File: config.mk
export PLATFORM = sky130hd
export DESIGN_NAME = dma_addr_gen
export DESIGN_NICKNAME = d
export VERILOG_FILES = /design/src/rtl/dma_ag_pkg.sv /design/src/rtl/dma_ag_ctrl.sv /design/src/rtl/dma_ag_side.sv /design/src/rtl/dma_addr_gen.sv
export SDC_FILE = /design/constraint.sdc
export NUM_CORES = 1
export LEC_CHECK = 0
export ABC_CLOCK_PERIOD_IN_PS = 3400
export BUFFER_PORTS_ARGS = -buffer_cell sky130_fd_sc_hd__buf_4
export CAP_MARGIN = 25
export CORE_MARGIN = 4
export CORE_UTILIZATION = 53
export DETAILED_ROUTE_END_ITERATION = 10
export PLACE_DENSITY = 0.85
export SYNTH_ARGS = -nofsm -noshare
export SYNTH_HDL_FRONTEND = slang
export SYNTH_SLANG_ARGS = --single-unit
File: constraint.sdc
create_clock -name clk -period 3.4 [get_ports clk]
set_input_delay 0.68 -clock clk [delete_from_list [all_inputs] [get_ports clk]]
set_output_delay 0.68 -clock clk [all_outputs]
set_load 0.05 [all_outputs]
File: src/rtl/dma_ag_pkg.sv
package dma_ag_pkg;
  typedef struct packed {
    logic load;       // start accepted: load pointers, bases, counters
    logic wordStep;   // word accepted, not last in burst
    logic burstEnd;   // word accepted, last in burst
    logic lastBurst;  // current burst is the final one
  } agStrobes_t;
endpackage

File: src/rtl/dma_ag_ctrl.sv
module dma_ag_ctrl
  import dma_ag_pkg::*;
#(
  parameter int BURST_W = 5,
  parameter int XFER_W  = 16
) (
  input  logic               clk,
  input  logic               rstN,
  input  logic               start,
  input  logic               wordDone,
  input  logic [BURST_W-1:0] burstLen,
  input  logic [XFER_W-1:0]  xferLen,
  output agStrobes_t         stb,
  output logic               busy
);
  logic [BURST_W-1:0] wordCnt;
  logic [XFER_W-1:0]  burstCnt;

  always_comb begin
    stb.load      = start & ~busy;
    stb.lastBurst = (burstCnt == '0);
    stb.wordStep  = busy & wordDone & (wordCnt != '0);
    stb.burstEnd  = busy & wordDone & (wordCnt == '0);
  end

  always_ff @(posedge clk or negedge rstN) begin
    if (!rstN) begin
      busy     <= 1'b0;
      wordCnt  <= '0;
      burstCnt <= '0;
    end else if (stb.load) begin
      busy     <= 1'b1;
      wordCnt  <= burstLen;
      burstCnt <= xferLen;
    end else if (stb.wordStep) begin
      wordCnt <= wordCnt - 1'b1;
    end else if (stb.burstEnd) begin
      wordCnt <= burstLen;
      if (stb.lastBurst) busy <= 1'b0;
      else               burstCnt <= burstCnt - 1'b1;
    end
  end
endmodule

File: src/rtl/dma_ag_side.sv
module dma_ag_side
  import dma_ag_pkg::*;
#(
  parameter int ADDR_W = 22,
  parameter int STEP_W = 13,
  parameter int WRAP_W = 16
) (
  input  logic              clk,
  input  logic              rstN,
  input  agStrobes_t        stb,
  input  logic              syncHit,
  input  logic [ADDR_W-1:0] beginAddr,
  input  logic [STEP_W-1:0] burstStep,
  input  logic [STEP_W-1:0] xferStep,
  input  logic [WRAP_W-1:0] wrapSize,
  input  logic [STEP_W-1:0] wrapStep,
  output logic [ADDR_W-1:0] addr
);
  localparam int EXT_W = ADDR_W - STEP_W;

  logic [ADDR_W-1:0] baseReg;
  logic [WRAP_W-1:0] wrapCnt;
  logic [ADDR_W-1:0] burstExt, xferExt, wrapExt, baseNext;

  assign burstExt = {{EXT_W{burstStep[STEP_W-1]}}, burstStep};
  assign xferExt  = {{EXT_W{xferStep[STEP_W-1]}},  xferStep};
  assign wrapExt  = {{EXT_W{wrapStep[STEP_W-1]}},  wrapStep};
  assign baseNext = baseReg + wrapExt;

  always_ff @(posedge clk or negedge rstN) begin
    if (!rstN) begin
      addr    <= '0;
      baseReg <= '0;
      wrapCnt <= '0;
    end else if (stb.load) begin
      addr    <= beginAddr;
      baseReg <= beginAddr;
      wrapCnt <= wrapSize;
    end else begin
      if (stb.wordStep) addr <= addr + burstExt;
      if (stb.burstEnd && !stb.lastBurst) begin
        if (wrapCnt == '0) begin
          baseReg <= baseNext;
          addr    <= baseNext;
          wrapCnt <= wrapSize;
        end else begin
          addr    <= addr + xferExt;
          wrapCnt <= wrapCnt - 1'b1;
        end
      end
      if (syncHit) wrapCnt <= wrapSize;
    end
  end
endmodule

File: src/rtl/dma_addr_gen.sv
module dma_addr_gen
  import dma_ag_pkg::*;
#(
  parameter int ADDR_W  = 22,
  parameter int STEP_W  = 13,
  parameter int BURST_W = 5,
  parameter int XFER_W  = 16,
  parameter int WRAP_W  = 16
) (
  input  logic               clk,
  input  logic               rstN,
  input  logic               start,
  input  logic               wordDone,
  input  logic               syncPulse,
  input  logic               syncEn,
  input  logic               syncDstSel,
  input  logic [BURST_W-1:0] burstLen,
  input  logic [XFER_W-1:0]  xferLen,
  input  logic [ADDR_W-1:0]  srcBegin,
  input  logic [STEP_W-1:0]  srcBurstStep,
  input  logic [STEP_W-1:0]  srcXferStep,
  input  logic [WRAP_W-1:0]  srcWrapSize,
  input  logic [STEP_W-1:0]  srcWrapStep,
  input  logic [ADDR_W-1:0]  dstBegin,
  input  logic [STEP_W-1:0]  dstBurstStep,
  input  logic [STEP_W-1:0]  dstXferStep,
  input  logic [WRAP_W-1:0]  dstWrapSize,
  input  logic [STEP_W-1:0]  dstWrapStep,
  output logic [ADDR_W-1:0]  srcAddr,
  output logic [ADDR_W-1:0]  dstAddr,
  output logic               burstDone,
  output logic               xferDone
);
  agStrobes_t stb;
  logic       busy;
  logic       syncLive;

  dma_ag_ctrl #(.BURST_W(BURST_W), .XFER_W(XFER_W)) u_ctrl (
    .clk(clk), .rstN(rstN), .start(start), .wordDone(wordDone),
    .burstLen(burstLen), .xferLen(xferLen), .stb(stb), .busy(busy)
  );

  assign syncLive = busy & syncEn & syncPulse;

  dma_ag_side #(.ADDR_W(ADDR_W), .STEP_W(STEP_W), .WRAP_W(WRAP_W)) u_src (
    .clk(clk), .rstN(rstN), .stb(stb), .syncHit(syncLive & ~syncDstSel),
    .beginAddr(srcBegin), .burstStep(srcBurstStep), .xferStep(srcXferStep),
    .wrapSize(srcWrapSize), .wrapStep(srcWrapStep), .addr(srcAddr)
  );

  dma_ag_side #(.ADDR_W(ADDR_W), .STEP_W(STEP_W), .WRAP_W(WRAP_W)) u_dst (
    .clk(clk), .rstN(rstN), .stb(stb), .syncHit(syncLive & syncDstSel),
    .beginAddr(dstBegin), .burstStep(dstBurstStep), .xferStep(dstXferStep),
    .wrapSize(dstWrapSize), .wrapStep(dstWrapStep), .addr(dstAddr)
  );

  assign burstDone = stb.burstEnd;
  assign xferDone  = stb.burstEnd & stb.lastBurst;
endmodule

==> run_results.csv <==
group,metric,value,unit
timing,hold_viol,0,
placement,globalplace.congestion,1.01,
floorplan,rows,58,
cells_and_area,fin_cells,2294,
setup_path,cp_max_fo,4,
power,p_leak,0.00735,uW
timing,slew_violations,0,
timing,min_period,3160,ps
power,p_per_area,854,nW/um^2
floorplan,core,25000,um^2
global_route,grt_pass1_wl,70600,um
placement,place_area,15700,um^2
yosys,syn_inst,1722,
routing,wl,44000,um
routing,dr.pass1.iters,6,
floorplan,io_pins,228,
cells_and_area,layout.nets,2269,
setup_path,crit_type,"reg -> reg",
power,total_power,13900,uW
yosys,synth-seq-cells,142,
timing,slew_headroom,54.8,%
timing,period_share,93.0,%
floorplan,die_w,167,um
clocking,cts_tree,"built",
timing,max_freq,0.316,GHz
clocking,insertion_delay,440,ps
cells_and_area,final_common_cell,"buf_4",
cells_and_area,final_area,16300,um^2
clocking,root_buffer,"clkbuf_16",
setup_path,timing.rr.end,"u_dst.addr[18]",
setup_path,worst_setup_path_start_kind,"flip-flop",
cells_and_area,drive_above_1_share,17.6,%
routing,via_count,14315,
cells_and_area,area_delta_synth_final,21.4,%
timing,tightest_slew,675,ps
floorplan,dieArea,28000,um^2
setup_path,rrSetupSlack,240,ps
setup_path,reg2reg_depth,12,
routing,met2WireLength,19600,um
yosys,synth_edf_count,0,
job,max_cap_violations,0,
floorplan,die_height,167,um
routing,routedWlPerCell,19.2,um
routing,dr_wl_met3,4250,um
floorplan,start_util,53.7,%
cells_and_area,final_util,65.2,%
cells_and_area,insertedDiodeCount,0,
global_route,grt_antenna_before_repair,0,
yosys,avgSynthCellArea,7.81,um^2
routing,wl_met1,18500,um
setup_path,worstPathArrival,3470,ps
global_route,grt_util_all_layers,30.5,%
clocking,postCtsHoldBufs,0,
yosys,ys_warn_count,0,
routing,routed.top_layer,"met4",
routing,drc,0,
routing,vias_per_cell,6.24,
power,irDropWorstVdd,0.418,mV
global_route,gr-total-overflow,0,
timing,rsz0062_at_grt,"false",
clocking,ctsResizeCount,0,
yosys,synthArstFlopShare,100,%
yosys,syn_area,13400,um^2
timing,skew,11.4,ps
clocking,cts_buffers,17,
clocking,clkSlewWorstSetupHoldPaths,70,ps
status,status,"finished, final reports clean",
global_route,grt_pass1_vias,13983,
yosys,syn_nets,2040,
clocking,htree_levels,4,
routing,ant_nets,0,
hold_path,min_path_type,"in -> async",
cells_and_area,layout_common_cells,"buf_4, nor2_1, a21oi_1",
clocking,clk_path_buf_depth,2,
setup_path,regToRegStartpoint,"u_dst.addr[0]",
yosys,yosysSeqAreaShare,26.4,%
timing,hold_slack,214,ps
setup_path,required,3700,ps
setup_path,endpoint_kind,"flip-flop",
yosys,yosysUniqueCellTypes,75,
placement,place.port_buffers,227,
timing,setup_viol,0,
clocking,post_cts_buffers,0,
routing,first_iter_violations,1218,
global_route,grt_max_degree,62,
placement,dpl.cell_count,2262,
yosys,synthFlopType,"dfrtp_1",
clocking,numClockSinks,142,
placement,dp_hpwl,33100,um
## worst max-delay path: stages, from the launching register on
cell and delay (ps):
dfrtp_1 420, ha_1 230, fa_1 390, a21oi_1 220, o21ai_1 110, a211oi_1 250, nor2_1 120, a221oi_1 400
o21ai_1 180, xnor2_1 150, nor2_1 50, a2111oi_0 390, nor3_1 110
## synthesized netlist by cell type, types with 14 or more instances
master	n	area, um^2
xnor2_1	77	674
o211ai_1	36	270
o21a_1	14	105
nand4_1	15	93.8
nand2_1	178	668
nor3_1	48	240
ha_1	130	1630
inv_1	41	154
dfrtp_1	142	3550
a211oi_1	23	173
a21oi_1	182	911
clkbuf_1	46	173
or3_1	14	87.6
xor2_1	49	429
o22ai_1	18	113
nand2b_1	15	93.8
a31oi_1	48	300
nand3_1	34	170
o21ai_0	133	666
nor2_1	198	743
nor2b_1	19	119
a21o_1	54	405
o21ai_1	14	70.1
buf_2	21	105
o21bai_1	16	120
## per-stage QoR
stage / setup WS, ps / TNS (ps)
floorplan: 155 / 0
CTS: 223 / 0
global route: 16.4 / 0
finish: 237 / 0
global placement: 0.998 / 0
detailed placement: -98.3 / -313
## routing by layer
layer  vias to the layer above  track usage, %
met5                         -               0
met4                         0            12.0
met3                       129            8.10
met2                       693            48.5
met1                      6700            39.8
li1                       6793               -
## sequential cells by signal (all words and copies together), names as in the netlist
name             flops
u_dst.addr          22
u_dst.baseReg       22
u_src.addr          22
u_src.baseReg       22
u_ctrl.burstCnt     16
u_dst.wrapCnt       16
u_src.wrapCnt       16
u_ctrl.wordCnt       5
u_ctrl.busy          1
## worst max-delay path by stage
stage | cells after the start | to | slack (ps) | start
2_1_floorplan | 12 | u_dst.addr[16] | 160 | dstWrapStep[0]
6_report | 12 | u_dst.addr[18] | 240 | u_dst.addr[0]
4_1_cts | 12 | u_dst.addr[17] | 220 | u_ctrl.wordCnt[0]
3_3_place_gp | 13 | u_src.addr[20] | 1 | srcWrapStep[0]
5_1_grt | 12 | u_dst.addr[18] | 20 | u_dst.addr[0]
3_5_place_dp | 13 | u_src.addr[20] | -100 | srcWrapStep[0]
## final cells by class
cell class / count / area (um^2)
repair buffers: 283 / 2150
clock buffers: 22 / 484
multi-input cells: 1466 / 9460
inverters: 41 / 154
clock inverters: 10 / 104
flip-flops and latches: 142 / 3550
fillers: 2154 / 8720
well taps: 330 / 413
## where the power goes
part	total (uW)	switching, uW	leakage (uW)	internal (uW)
registers	3180	820	0.00174	2360
logic	8820	5120	0.00534	3700
clock network	1940	846	0.000276	1100
total	13900	6780	0.00735	7160
## cells by family after synthesis
logic type / Yosys count / share of synthesized area (%)
xor+xnor: 126 / 8.21
flops: 142 / 26.4
fa+ha+maj: 136 / 13.0
buf+inv: 114 / 3.43
simple gates: 583 / 20.0
compound gates: 612 / 28.2
mux: 9 / 0.689
(Power assumes the default switching activity.)
